**src/rtl/adc_scan_pkg.sv**
```systemverilog
`timescale 1ns/1ps
package adc_scan_pkg;

  typedef enum logic [1:0] {
    SCAN_FROM_ZERO = 2'b00,
    SCAN_REPEAT    = 2'b01,
    SCAN_FROM_MID  = 2'b10,
    SCAN_ONE       = 2'b11
  } scan_mode_e;

  typedef enum logic {
    ST_IDLE = 1'b0,
    ST_CONV = 1'b1
  } seq_state_e;

  function automatic int sel_width(input int num_ch);
    return (num_ch > 4) ? 4 : 2;
  endfunction

  function automatic int mid_start(input int num_ch);
    return (num_ch > 4) ? 6 : 2;
  endfunction

endpackage

```
**src/rtl/adc_scan_cfg.sv**
```systemverilog
`timescale 1ns/1ps
module adc_scan_cfg
  import adc_scan_pkg::*;
#(
  parameter int NUM_CH   = 12,
  parameter int SEL_W    = 4,
  parameter int START_CH = 6
) (
  input  logic [1:0]       mode,
  input  logic [SEL_W-1:0] sel,
  input  logic             ext_clk,
  output logic [SEL_W-1:0] first_ch,
  output logic [SEL_W-1:0] last_ch,
  output logic             endless,
  output logic             rep_mode
);

  localparam logic [SEL_W-1:0] MAX_CH  = SEL_W'(NUM_CH - 1);
  localparam logic [SEL_W-1:0] MID_CH  = SEL_W'(START_CH);

  logic [SEL_W-1:0] sel_c;

  // Out-of-range selects only exist when the field can name more channels than exist
  generate
    if (NUM_CH < (1 << SEL_W)) begin : g_clamp
      assign sel_c = (sel > MAX_CH) ? MAX_CH : sel;
    end else begin : g_noclamp
      assign sel_c = sel;
    end
  endgenerate

  always_comb begin
    first_ch = '0;
    last_ch  = sel_c;
    endless  = 1'b0;
    rep_mode = 1'b0;
    case (scan_mode_e'(mode))
      SCAN_FROM_ZERO: begin
        first_ch = '0;
        last_ch  = sel_c;
      end
      SCAN_REPEAT: begin
        first_ch = sel_c;
        last_ch  = sel_c;
        rep_mode = ~ext_clk;
        endless  = ext_clk;
      end
      SCAN_FROM_MID: begin
        first_ch = MID_CH;
        last_ch  = (sel_c > MID_CH) ? sel_c : MID_CH;
      end
      SCAN_ONE: begin
        first_ch = sel_c;
        last_ch  = sel_c;
        endless  = ext_clk;
      end
      default: begin
        first_ch = '0;
        last_ch  = sel_c;
      end
    endcase
  end

endmodule

```
**src/rtl/adc_scan_ctrl.sv**
```systemverilog
`timescale 1ns/1ps
module adc_scan_ctrl
  import adc_scan_pkg::*;
#(
  parameter int SEL_W    = 4,
  parameter int REPEAT_N = 8
) (
  input  logic             clk,
  input  logic             rst,
  input  logic             start,
  input  logic [SEL_W-1:0] first_ch,
  input  logic [SEL_W-1:0] last_ch,
  input  logic             endless,
  input  logic             rep_mode,
  input  logic             nack,
  input  logic             conv_done,
  output logic             conv_req,
  output logic [SEL_W-1:0] conv_ch,
  output logic             busy,
  output logic             seq_done
);

  localparam int CNT_W = (REPEAT_N > 1) ? $clog2(REPEAT_N) : 1;
  localparam logic [CNT_W-1:0] REP_LAST = CNT_W'(REPEAT_N - 1);

  seq_state_e       state;
  logic [SEL_W-1:0] last_q;
  logic             endless_q;
  logic             rep_q;
  logic [CNT_W-1:0] rep_cnt;
  logic             nack_seen;
  logic             finish;

  always_comb begin
    if (nack || nack_seen) finish = 1'b1;
    else if (endless_q)    finish = 1'b0;
    else if (rep_q)        finish = (rep_cnt == REP_LAST);
    else                   finish = (conv_ch == last_q);
  end

  always_ff @(posedge clk) begin
    if (rst) begin
      state     <= ST_IDLE;
      conv_req  <= 1'b0;
      conv_ch   <= '0;
      last_q    <= '0;
      endless_q <= 1'b0;
      rep_q     <= 1'b0;
      rep_cnt   <= '0;
      nack_seen <= 1'b0;
      seq_done  <= 1'b0;
    end else begin
      seq_done <= 1'b0;
      case (state)
        ST_IDLE: begin
          if (start) begin
            state     <= ST_CONV;
            conv_req  <= 1'b1;
            conv_ch   <= first_ch;
            last_q    <= last_ch;
            endless_q <= endless;
            rep_q     <= rep_mode;
            rep_cnt   <= '0;
            nack_seen <= 1'b0;
          end
        end
        ST_CONV: begin
          if (nack) nack_seen <= 1'b1;
          if (conv_done) begin
            if (finish) begin
              state    <= ST_IDLE;
              conv_req <= 1'b0;
              seq_done <= 1'b1;
            end else if (rep_q) begin
              rep_cnt <= rep_cnt + CNT_W'(1);
            end else if (!endless_q) begin
              conv_ch <= conv_ch + SEL_W'(1);
            end
          end
        end
        default: state <= ST_IDLE;
      endcase
    end
  end

  assign busy = (state == ST_CONV);

  // no request outside a run
  a_r1_idle_no_req: assert property (@(posedge clk) disable iff (rst)
    !busy |-> !conv_req);

  // request and channel hold until the converter answers
  a_r10_hold_req: assert property (@(posedge clk) disable iff (rst)
    (conv_req && !conv_done) |=> (conv_req && $stable(conv_ch)));

  // end pulse lasts one cycle and coincides with idle
  a_r11_done_pulse: assert property (@(posedge clk) disable iff (rst)
    seq_done |=> !seq_done);
  a_r11_done_idle: assert property (@(posedge clk) disable iff (rst)
    seq_done |-> (!busy && !conv_req));

  // a not-acknowledge with a completing conversion ends the run
  a_r9_nack_end: assert property (@(posedge clk) disable iff (rst)
    (busy && conv_done && nack) |=> (!busy && seq_done));

  // a start during a run does not restart the channel walk
  a_r12_start_ignored: assert property (@(posedge clk) disable iff (rst)
    (busy && start && !conv_done) |=> $stable(conv_ch));

endmodule

```
**src/rtl/adc_scan_result.sv**
```systemverilog
`timescale 1ns/1ps
module adc_scan_result #(
  parameter int SEL_W  = 4,
  parameter int DATA_W = 8
) (
  input  logic              clk,
  input  logic              rst,
  input  logic              capture,
  input  logic [SEL_W-1:0]  ch_in,
  input  logic [DATA_W-1:0] data_in,
  output logic              valid,
  output logic [SEL_W-1:0]  ch_out,
  output logic [DATA_W-1:0] data_out
);

  always_ff @(posedge clk) begin
    if (rst) valid <= 1'b0;
    else     valid <= capture;
  end

  // Payload registers carry no reset so they map onto plain fabric flops
  always_ff @(posedge clk) begin
    if (capture) begin
      ch_out   <= ch_in;
      data_out <= data_in;
    end
  end

endmodule

```
**src/rtl/adc_scan_seq.sv**
```systemverilog
`timescale 1ns/1ps
module adc_scan_seq
  import adc_scan_pkg::*;
#(
  parameter int NUM_CH   = 12,
  parameter int DATA_W   = 8,
  parameter int REPEAT_N = 8,
  localparam int SEL_W   = sel_width(NUM_CH)
) (
  input  logic              clk,
  input  logic              rst,
  input  logic              start,
  input  logic [1:0]        scan_mode,
  input  logic [SEL_W-1:0]  ch_sel,
  input  logic              ext_clk,
  input  logic              nack,
  input  logic              conv_done,
  input  logic [DATA_W-1:0] conv_data,
  output logic              conv_req,
  output logic [SEL_W-1:0]  conv_ch,
  output logic              busy,
  output logic              seq_done,
  output logic              result_valid,
  output logic [SEL_W-1:0]  result_ch,
  output logic [DATA_W-1:0] result_data
);

  localparam int START_CH = mid_start(NUM_CH);
  localparam logic [SEL_W-1:0] MAX_CH = SEL_W'(NUM_CH - 1);

  logic [SEL_W-1:0] first_ch;
  logic [SEL_W-1:0] last_ch;
  logic             endless;
  logic             rep_mode;
  logic             capture;

  adc_scan_cfg #(
    .NUM_CH   (NUM_CH),
    .SEL_W    (SEL_W),
    .START_CH (START_CH)
  ) u_cfg (
    .mode     (scan_mode),
    .sel      (ch_sel),
    .ext_clk  (ext_clk),
    .first_ch (first_ch),
    .last_ch  (last_ch),
    .endless  (endless),
    .rep_mode (rep_mode)
  );

  adc_scan_ctrl #(
    .SEL_W    (SEL_W),
    .REPEAT_N (REPEAT_N)
  ) u_ctrl (
    .clk       (clk),
    .rst       (rst),
    .start     (start),
    .first_ch  (first_ch),
    .last_ch   (last_ch),
    .endless   (endless),
    .rep_mode  (rep_mode),
    .nack      (nack),
    .conv_done (conv_done),
    .conv_req  (conv_req),
    .conv_ch   (conv_ch),
    .busy      (busy),
    .seq_done  (seq_done)
  );

  assign capture = conv_req & conv_done;

  adc_scan_result #(
    .SEL_W  (SEL_W),
    .DATA_W (DATA_W)
  ) u_res (
    .clk      (clk),
    .rst      (rst),
    .capture  (capture),
    .ch_in    (conv_ch),
    .data_in  (conv_data),
    .valid    (result_valid),
    .ch_out   (result_ch),
    .data_out (result_data)
  );

  // requested channel stays inside the variant's range
  a_r7_ch_range: assert property (@(posedge clk) disable iff (rst)
    conv_req |-> (conv_ch <= MAX_CH));

  // the answered conversion appears on the result port one cycle later
  a_r13_capture: assert property (@(posedge clk) disable iff (rst)
    (conv_req && conv_done) |=> (result_valid && result_ch == $past(conv_ch)
                                 && result_data == $past(conv_data)));

  // no result without a completed conversion
  a_r13_no_spurious: assert property (@(posedge clk) disable iff (rst)
    !(conv_req && conv_done) |=> !result_valid);

endmodule

```
**config.mk**
```make
export PLATFORM = sky130hd
export DESIGN_NAME = adc_scan_seq
export DESIGN_NICKNAME = d
export VERILOG_FILES = /design/src/rtl/adc_scan_pkg.sv /design/src/rtl/adc_scan_cfg.sv /design/src/rtl/adc_scan_ctrl.sv /design/src/rtl/adc_scan_result.sv /design/src/rtl/adc_scan_seq.sv
export SDC_FILE = /design/constraint.sdc
export NUM_CORES = 1
export LEC_CHECK = 0
export CORE_MARGIN = 8
export CORE_UTILIZATION = 40
export DETAILED_ROUTE_END_ITERATION = 8
export GPL_TIMING_DRIVEN = 0
export HOLD_SLACK_MARGIN = 0.15
export MAX_ROUTING_LAYER = met4
export PLACE_DENSITY = 0.7
export SLEW_MARGIN = 20
export SYNTH_ARGS = -nofsm -noshare
export SYNTH_HDL_FRONTEND = slang
export SYNTH_SLANG_ARGS = --single-unit
```
**constraint.sdc**
```tcl
create_clock -name clk -period 3 [get_ports clk]
set_input_delay 0.9 -clock clk [delete_from_list [all_inputs] [get_ports clk]]
set_output_delay 0.9 -clock clk [all_outputs]
set_load 0.02 [all_outputs]
```
==> results.yml, run 1 <==
clock_tree:
  cts_inserted_buffers: 5
  insertion_delay_ns: 0.33
  clk_pin_slew_ns: 0.10
  clock-root-buffer: "clkbuf_4"
  cts_tree: "built"
  cts_resized: 0
  cts_hold_buf: 0
  cts-htree-levels: 2
  cts_sinks: 30
  cts_setup_buffers: 0
  cts.path.max_buffers: 2
finish:
  final_nets: 194
  final_cell_mix: "clkdlybuf4s50_1, dfxtp_1, nor2_1, nand2_1, edfxtp_1"
  final_common_cell: "clkdlybuf4s50_1"
  seqCellArea_um2: 721
  multiInputGateArea_um2: 578
  n_antenna_cell: 0
  syn_to_final_growth_pct: 36.7
  drive_gt1_share_pct: 8.72
  fill_cells: 308
placement:
  portBuffers: 38
  gp_congestion: 0.781
  dpl.hpwl_um: 2340
  dp_slack_ns: 0.315
route:
  dr.pass1.iters: 4
  wl_per_cell_um: 14.3
  num_vias: 1108
  via_per_inst: 5.08
  drc: 0
  drtIter0Drc: 79
  wl_um: 3130
  ant_nets: 0
synthesis:
  synth_cells: 126
  syn_area_per_cell_um2: 10.5
  ys.warnings.count: 0
  seq_area_frac_synth_pct: 54.2
  synth_top_area_share_pct: 27.1
  ys_ff_latch: 30
  synth_area_leader_cell: "dfxtp_1"
  netlist_area_mm2: 0.00133
  synth_nets: 149
  yosys.cell_types.count: 38
  ys_top_cells_by_area: "dfxtp_1, edfxtp_1, nand2_1, nor2_1, a21oi_1"
hold_path:
  hp-class: "reg2reg"
floorplan:
  die_w_um: 73.6
  io_pins: 40
  initial_utilization_pct: 40.8
  core_area_mm2: 0.00326
  dieArea_mm2: 0.00542
  rows: 21
  die_h_um: 73.6
power:
  internal_power_uw: 610
  power_density_mw_per_mm2: 467
  peakVddDrop_mv: 0.219
  power_frac_clock_pct: 26.5
  power_frac_seq_pct: 54.4
  power_switching_uw: 239
  swShare_pct: 28.1
  comb_power_share_pct: 19.2
  power_uw: 849
  cellLeakagePower_nw: 0.670
timing:
  finalWorstSetupSlack_ns: 0.608
  relSlewSlack_pct: 63.7
  period_minus_slack_ns: 2.39
  final_hold_viol_count: 0
  setup_viol: 0
  fin_crit_sh_pct: 79.7
  report.final.slew_viol_count: 0
  whs_ns: 0.477
  fmax_mhz: 418
  setup_tns_ns: 0
  finClkSkew_ns: 0.00774
  tightest_slew_ns: 0.544
  rsz0062_at_grt: "false"
setup_path:
  crit_slowest_cell: "clkdlybuf4s50_1"
  critical_path_buf_inv_count: 1
  path_cells: "clkdlybuf4s50_1"
  crit_family: "buffers and inverters"
  required_ns: 2.10
  path_max_fanout: 8
  start_kind: "flip-flop"
  critPathCaptureType: "primary output"
  crit_type: "reg2out"
  cp.arrival_ns: 1.49
  slowest_delay_ns: 0.67
run:
  cap_viol_max_count: 0
global_routing:
  grt_pass1_wl_um: 5170
  grt_pass1_vias: 1101
  grt_max_degree: 14
  groute.usage.overall_pct: 12.9
  grt-busiest-layer: "met2"
  use_met1_pct: 15.4
  grt_antenna_before_repair: 0
  gr-total-overflow: 0
  grtUsageMet2_pct: 19.0
  grtUsageMet3_pct: 5.05
status:
  outcome: "finished clean"
==> power by group through the flow <==
stage	sequential (mW)	combinational, mW	clock [mW]
after floorplan	0.486	0.0732	0
after global placement	0.471	0.160	0
after detailed placement	0.472	0.163	0
after CTS	0.462	0.165	0.228
after global routing	0.465	0.178	0.250
final	0.462	0.163	0.225
==> per-layer routing <==
| layer | part of all wire, % | vias to the layer above |
|---|---|---|
| met5 | 0 | - |
| met4 | 1.6 | 0 |
| met3 | 8.6 | 5 |
| met2 | 43 | 44 |
| met1 | 46 | 506 |
| li1 | - | 553 |
==> worst register-to-register path, delay by kind of cell, from the launching register on <==
family / cells / cell delay, ns
compound gates: 1 / 0.14
flops: 1 / 0.34
fa+ha+maj: 2 / 0.39
mux: 1 / 0.33
simple gates: 3 / 0.45
==> path summary, 6_finish.rpt <==
| kind | depth (start not counted) | slack, ns | to | from |
|---|---|---|---|---|
| worst max-delay path | 1 | 0.61 | conv_ch[0] | u_ctrl.conv_ch[0]$_SDFFE_PP0P_ |
| worst min-delay path | 2 | 0.48 | u_ctrl.last_q[2]$_SDFFE_PP0P_ | u_ctrl.last_q[2]$_SDFFE_PP0P_ |
| worst max register to register | 7 | 1.22 | u_ctrl.rep_cnt[2]$_SDFFE_PP0P_ | u_ctrl.rep_cnt[0]$_SDFFE_PP0P_ |
| worst min register to register | 2 | 0.48 | u_ctrl.last_q[2]$_SDFFE_PP0P_ | u_ctrl.last_q[2]$_SDFFE_PP0P_ |
==> layout make-up <==
cell class	count	area share [%]
Clock buffer	6	2.27
Buffer	6	1.24
Timing Repair Buffer	38	20.9
Clock inverter	2	0.482
Sequential cell	30	39.7
Multi-Input combinational cell	88	31.8
Tap cell	46	3.17
Inverter	2	0.413
==> sequential cells by signal, indices dropped and copies added, names as in the netlist <==
| register | count |
|---|---|
| u_res.data_out | 8 |
| u_ctrl.conv_ch | 4 |
| u_ctrl.last_q | 4 |
| u_res.ch_out | 4 |
| u_ctrl.rep_cnt | 3 |
| u_ctrl.busy | 1 |
| u_ctrl.conv_req | 1 |
| u_ctrl.endless_q | 1 |
| u_ctrl.nack_seen | 1 |
| u_ctrl.rep_q | 1 |
| u_ctrl.seq_done | 1 |
| u_res.valid | 1 |
==> synthesized netlist by cell type <==
cell type,n
nor4_1,1
a22oi_1,1
xnor2_1,1
inv_1,2
mux2_2,2
a21oi_2,1
o211a_1,1
nand2b_1,1
clkbuf_1,5
nand4b_1,2
nand3_1,3
a211oi_1,1
or4b_1,1
o211ai_1,2
nor2b_1,5
nor3b_1,3
and2_1,1
o21ai_0,2
a311oi_1,2
dfxtp_1,18
a21o_1,1
a21oi_1,9
o31a_2,1
nor4_4,1
edfxtp_1,12
a31oi_1,3
ha_1,3
nand2_1,13
nand4_1,2
nor3_1,3
mux2_4,1
o21ai_2,1
nor2_2,1
mux2i_1,1
nor2_1,13
a221oi_2,1
xor2_1,4
buf_1,1
==> metrics by stage <==
step	util, %	area (um^2)	cells
floorplan	-	1330	126
global placement	54.2	1770	210
detailed placement	54.2	1770	210
CTS	55.8	1820	218
global route	55.8	1820	218
finish	55.8	1820	218
==> cells by family (layout without fill, tap and decap cells) <==
| family | count (synthesis) | count (layout) | share of synthesized area (%) |
|---|---|---|---|
| AOI/OAI and AO/OA | 26 | 26 | 13.7 |
| xor gates and xnor gates | 5 | 5 | 3.30 |
| adders and majority gates | 3 | 3 | 2.83 |
| buffers and inverters | 8 | 54 | 2.26 |
| DFF | 30 | 30 | 54.2 |
| muxes | 4 | 4 | 3.58 |
| and+or+nand+nor | 50 | 50 | 20.2 |
(Power assumes the default switching activity.)
==> inputs of run 2 (changes only) <==
--- a/config.mk
+++ b/config.mk
@@ -11,7 +11,7 @@
 export GPL_TIMING_DRIVEN = 0
 export HOLD_SLACK_MARGIN = 0.15
 export MAX_ROUTING_LAYER = met4
-export PLACE_DENSITY = 0.7
+export PLACE_DENSITY = 0.72
 export SLEW_MARGIN = 20
 export SYNTH_ARGS = -nofsm -noshare
 export SYNTH_HDL_FRONTEND = slang
==> constraint.sdc (replaced) <==
create_clock -name clk -period 2 [get_ports clk]
set_input_delay 0.6 -clock clk [delete_from_list [all_inputs] [get_ports clk]]
set_output_delay 0.6 -clock clk [all_outputs]
set_load 0.02 [all_outputs]
==> run 2 against run 1 <==
Against the previous run: critical path depth is the same; via count shrank 1.5%; non-clock buffer count is the same; hold slack lost 0.0055 ns; critical endpoint is now busy.
==> results.yml, run 2 (synthesis gave the netlist of run 1 again) <==
status:
  outcome: "finished clean"
power:
  power_density_mw_per_mm2: 696
  peakVddDrop_mv: 0.363
  cellLeakagePower_nw: 0.688
finish:
  regMostFlops: "u_res.data_out"
  largest_register_ffs: 8
  syn_to_final_growth_pct: 36.3
  final_nets: 194
  final_cell_mix: "clkdlybuf4s50_1, dfxtp_1, nor2_1, nand2_1, edfxtp_1"
  n_antenna_cell: 0
  final_common_cell: "clkdlybuf4s50_1"
  drive_gt1_share_pct: 8.72
timing:
  relSlewSlack_pct: 64.5
  report.final.slew_viol_count: 0
  period_minus_slack_ns: 1.93
  finClkSkew_ns: 0.00775
  fin_crit_sh_pct: 96.5
  tightest_slew_ns: 0.533
  rsz0062_at_grt: "false"
  setup_viol: 0
  final_hold_viol_count: 0
  finalWorstSetupSlack_ns: 0.0696
  fmax_mhz: 518
  whs_ns: 0.471
route:
  ant_nets: 0
  drc: 0
  drtIter0Drc: 45
  wl_per_cell_um: 14.3
  dr.pass1.iters: 4
  via_per_inst: 5.00
  wl_um: 3110
  num_vias: 1091
global_routing:
  grt_antenna_before_repair: 0
  gr-total-overflow: 0
  grt_pass1_wl_um: 5140
  grt_pass1_vias: 1058
  grt_max_degree: 14
  groute.usage.overall_pct: 12.7
run:
  cap_viol_max_count: 0
placement:
  dpl.hpwl_um: 2360
  dp_slack_ns: -0.407
  gp_congestion: 0.794
  portBuffers: 38
setup_path:
  cp.arrival_ns: 1.33
  path_cells: "clkdlybuf4s50_1"
  reg2reg_to: "u_ctrl.conv_ch[0]$_SDFFE_PP0P_"
  crit_family: "buffers and inverters"
  rrSetupSlack_ns: 0.22
  r2r-start: "u_ctrl.busy$_SDFF_PP0_"
  critPathCaptureType: "primary output"
  required_ns: 1.40
  start_kind: "flip-flop"
  crit_type: "reg2out"
  slowest_delay_ns: 0.62
  cp.depth: 1
  rr_worst_depth: 5
  path_max_fanout: 4
  endpoint: "busy"
  critical_path_buf_inv_count: 1
  critPathLaunch: "u_ctrl.busy$_SDFF_PP0_"
  crit_slowest_cell: "clkdlybuf4s50_1"
clock_tree:
  cts_hold_buf: 0
  cts_sinks: 30
  cts_tree: "built"
  clock-root-buffer: "clkbuf_4"
  cts_inserted_buffers: 5
  cts-htree-levels: 2
  clk_pin_slew_ns: 0.09
  cts.path.max_buffers: 2
  insertion_delay_ns: 0.32
floorplan:
  dieArea_mm2: 0.00542
  die_h_um: 73.6
  initial_utilization_pct: 40.8
  core_area_mm2: 0.00326
  io_pins: 40
  die_w_um: 73.6
  rows: 21
hold_path:
  hp-class: "reg2reg"
-- run 2: changes by cell type in the layout (fill, tap and decap cells not counted), sizes merged --
cell and delta:
clkdlybuf4s50 -5, dlygate4sd2 +5
-- run 2: final cells by class --
| class | count | area [um^2] |
|---|---|---|
| repair buffers | 38 | 374 |
| fillers | 329 | 1450 |
| plain buffers | 6 | 22.5 |
| multi-input cells | 88 | 578 |
| inverters | 2 | 7.51 |
| flip-flops and latches | 30 | 721 |
| clock buffers | 6 | 41.3 |
| clock inverters | 2 | 8.76 |
| well taps | 46 | 57.6 |
-- run 2: per-stage QoR --
step	power [mW]	cell area [um^2]	util, %	cells	TNS [ns]
2_1_floorplan	0.839	1330	-	126	0
3_3_place_gp	0.947	1770	54.2	210	-1.32
5_1_grt	1.33	1810	55.6	218	0
4_1_cts	1.28	1810	55.6	218	0
6_report	1.26	1810	55.6	218	0
3_5_place_dp	0.952	1770	54.2	210	-1.48
-- run 2: where the power goes --
group,leakage (nW),internal [mW],switching [mW]
Clock,0.0297,0.132,0.198
Sequential,0.257,0.668,0.0244
Combinational,0.401,0.110,0.128
Total,0.688,0.910,0.350
-- run 2: layer usage --
layer	wire [um]	track usage, %	vias up
li1	-	-	547
met1	1500	14.7	493
met2	1320	19.1	44
met3	247	4.91	7
met4	50	5.32	0
met5	0	-	-
-- run 2: repair_timing --
item                       in CTS  in global routing
resized for setup               5                  0
setup buffers                   0                  0
setup endpoints to repair       5                  0
hold endpoints to repair        0                  0
-- run 2: how the worst min path moves through the flow --
stage                                  start                       endpoint  slack, ns  depth (start not counted)
6_report       u_ctrl.last_q[3]$_SDFFE_PP0P_  u_ctrl.last_q[3]$_SDFFE_PP0P_       0.47                          2
4_1_cts        u_ctrl.last_q[2]$_SDFFE_PP0P_  u_ctrl.last_q[2]$_SDFFE_PP0P_       0.47                          2
5_1_grt        u_ctrl.last_q[2]$_SDFFE_PP0P_  u_ctrl.last_q[2]$_SDFFE_PP0P_       0.51                          2
3_5_place_dp   u_ctrl.last_q[2]$_SDFFE_PP0P_  u_ctrl.last_q[2]$_SDFFE_PP0P_       0.46                          2
3_3_place_gp   u_ctrl.last_q[3]$_SDFFE_PP0P_  u_ctrl.last_q[3]$_SDFFE_PP0P_       0.46                          2
2_1_floorplan  u_ctrl.last_q[2]$_SDFFE_PP0P_  u_ctrl.last_q[2]$_SDFFE_PP0P_       0.44                          2
==> inputs of run 3 (changes only) <==
--- a/config.mk
+++ b/config.mk
@@ -5,6 +5,7 @@
 export SDC_FILE = /design/constraint.sdc
 export NUM_CORES = 1
 export LEC_CHECK = 0
+export ABC_CLOCK_PERIOD_IN_PS = 2000
 export CORE_MARGIN = 8
 export CORE_UTILIZATION = 40
 export DETAILED_ROUTE_END_ITERATION = 8
==> results of run 3 <==
The final DEF is identical to that of run 2; final timing and power are the same.
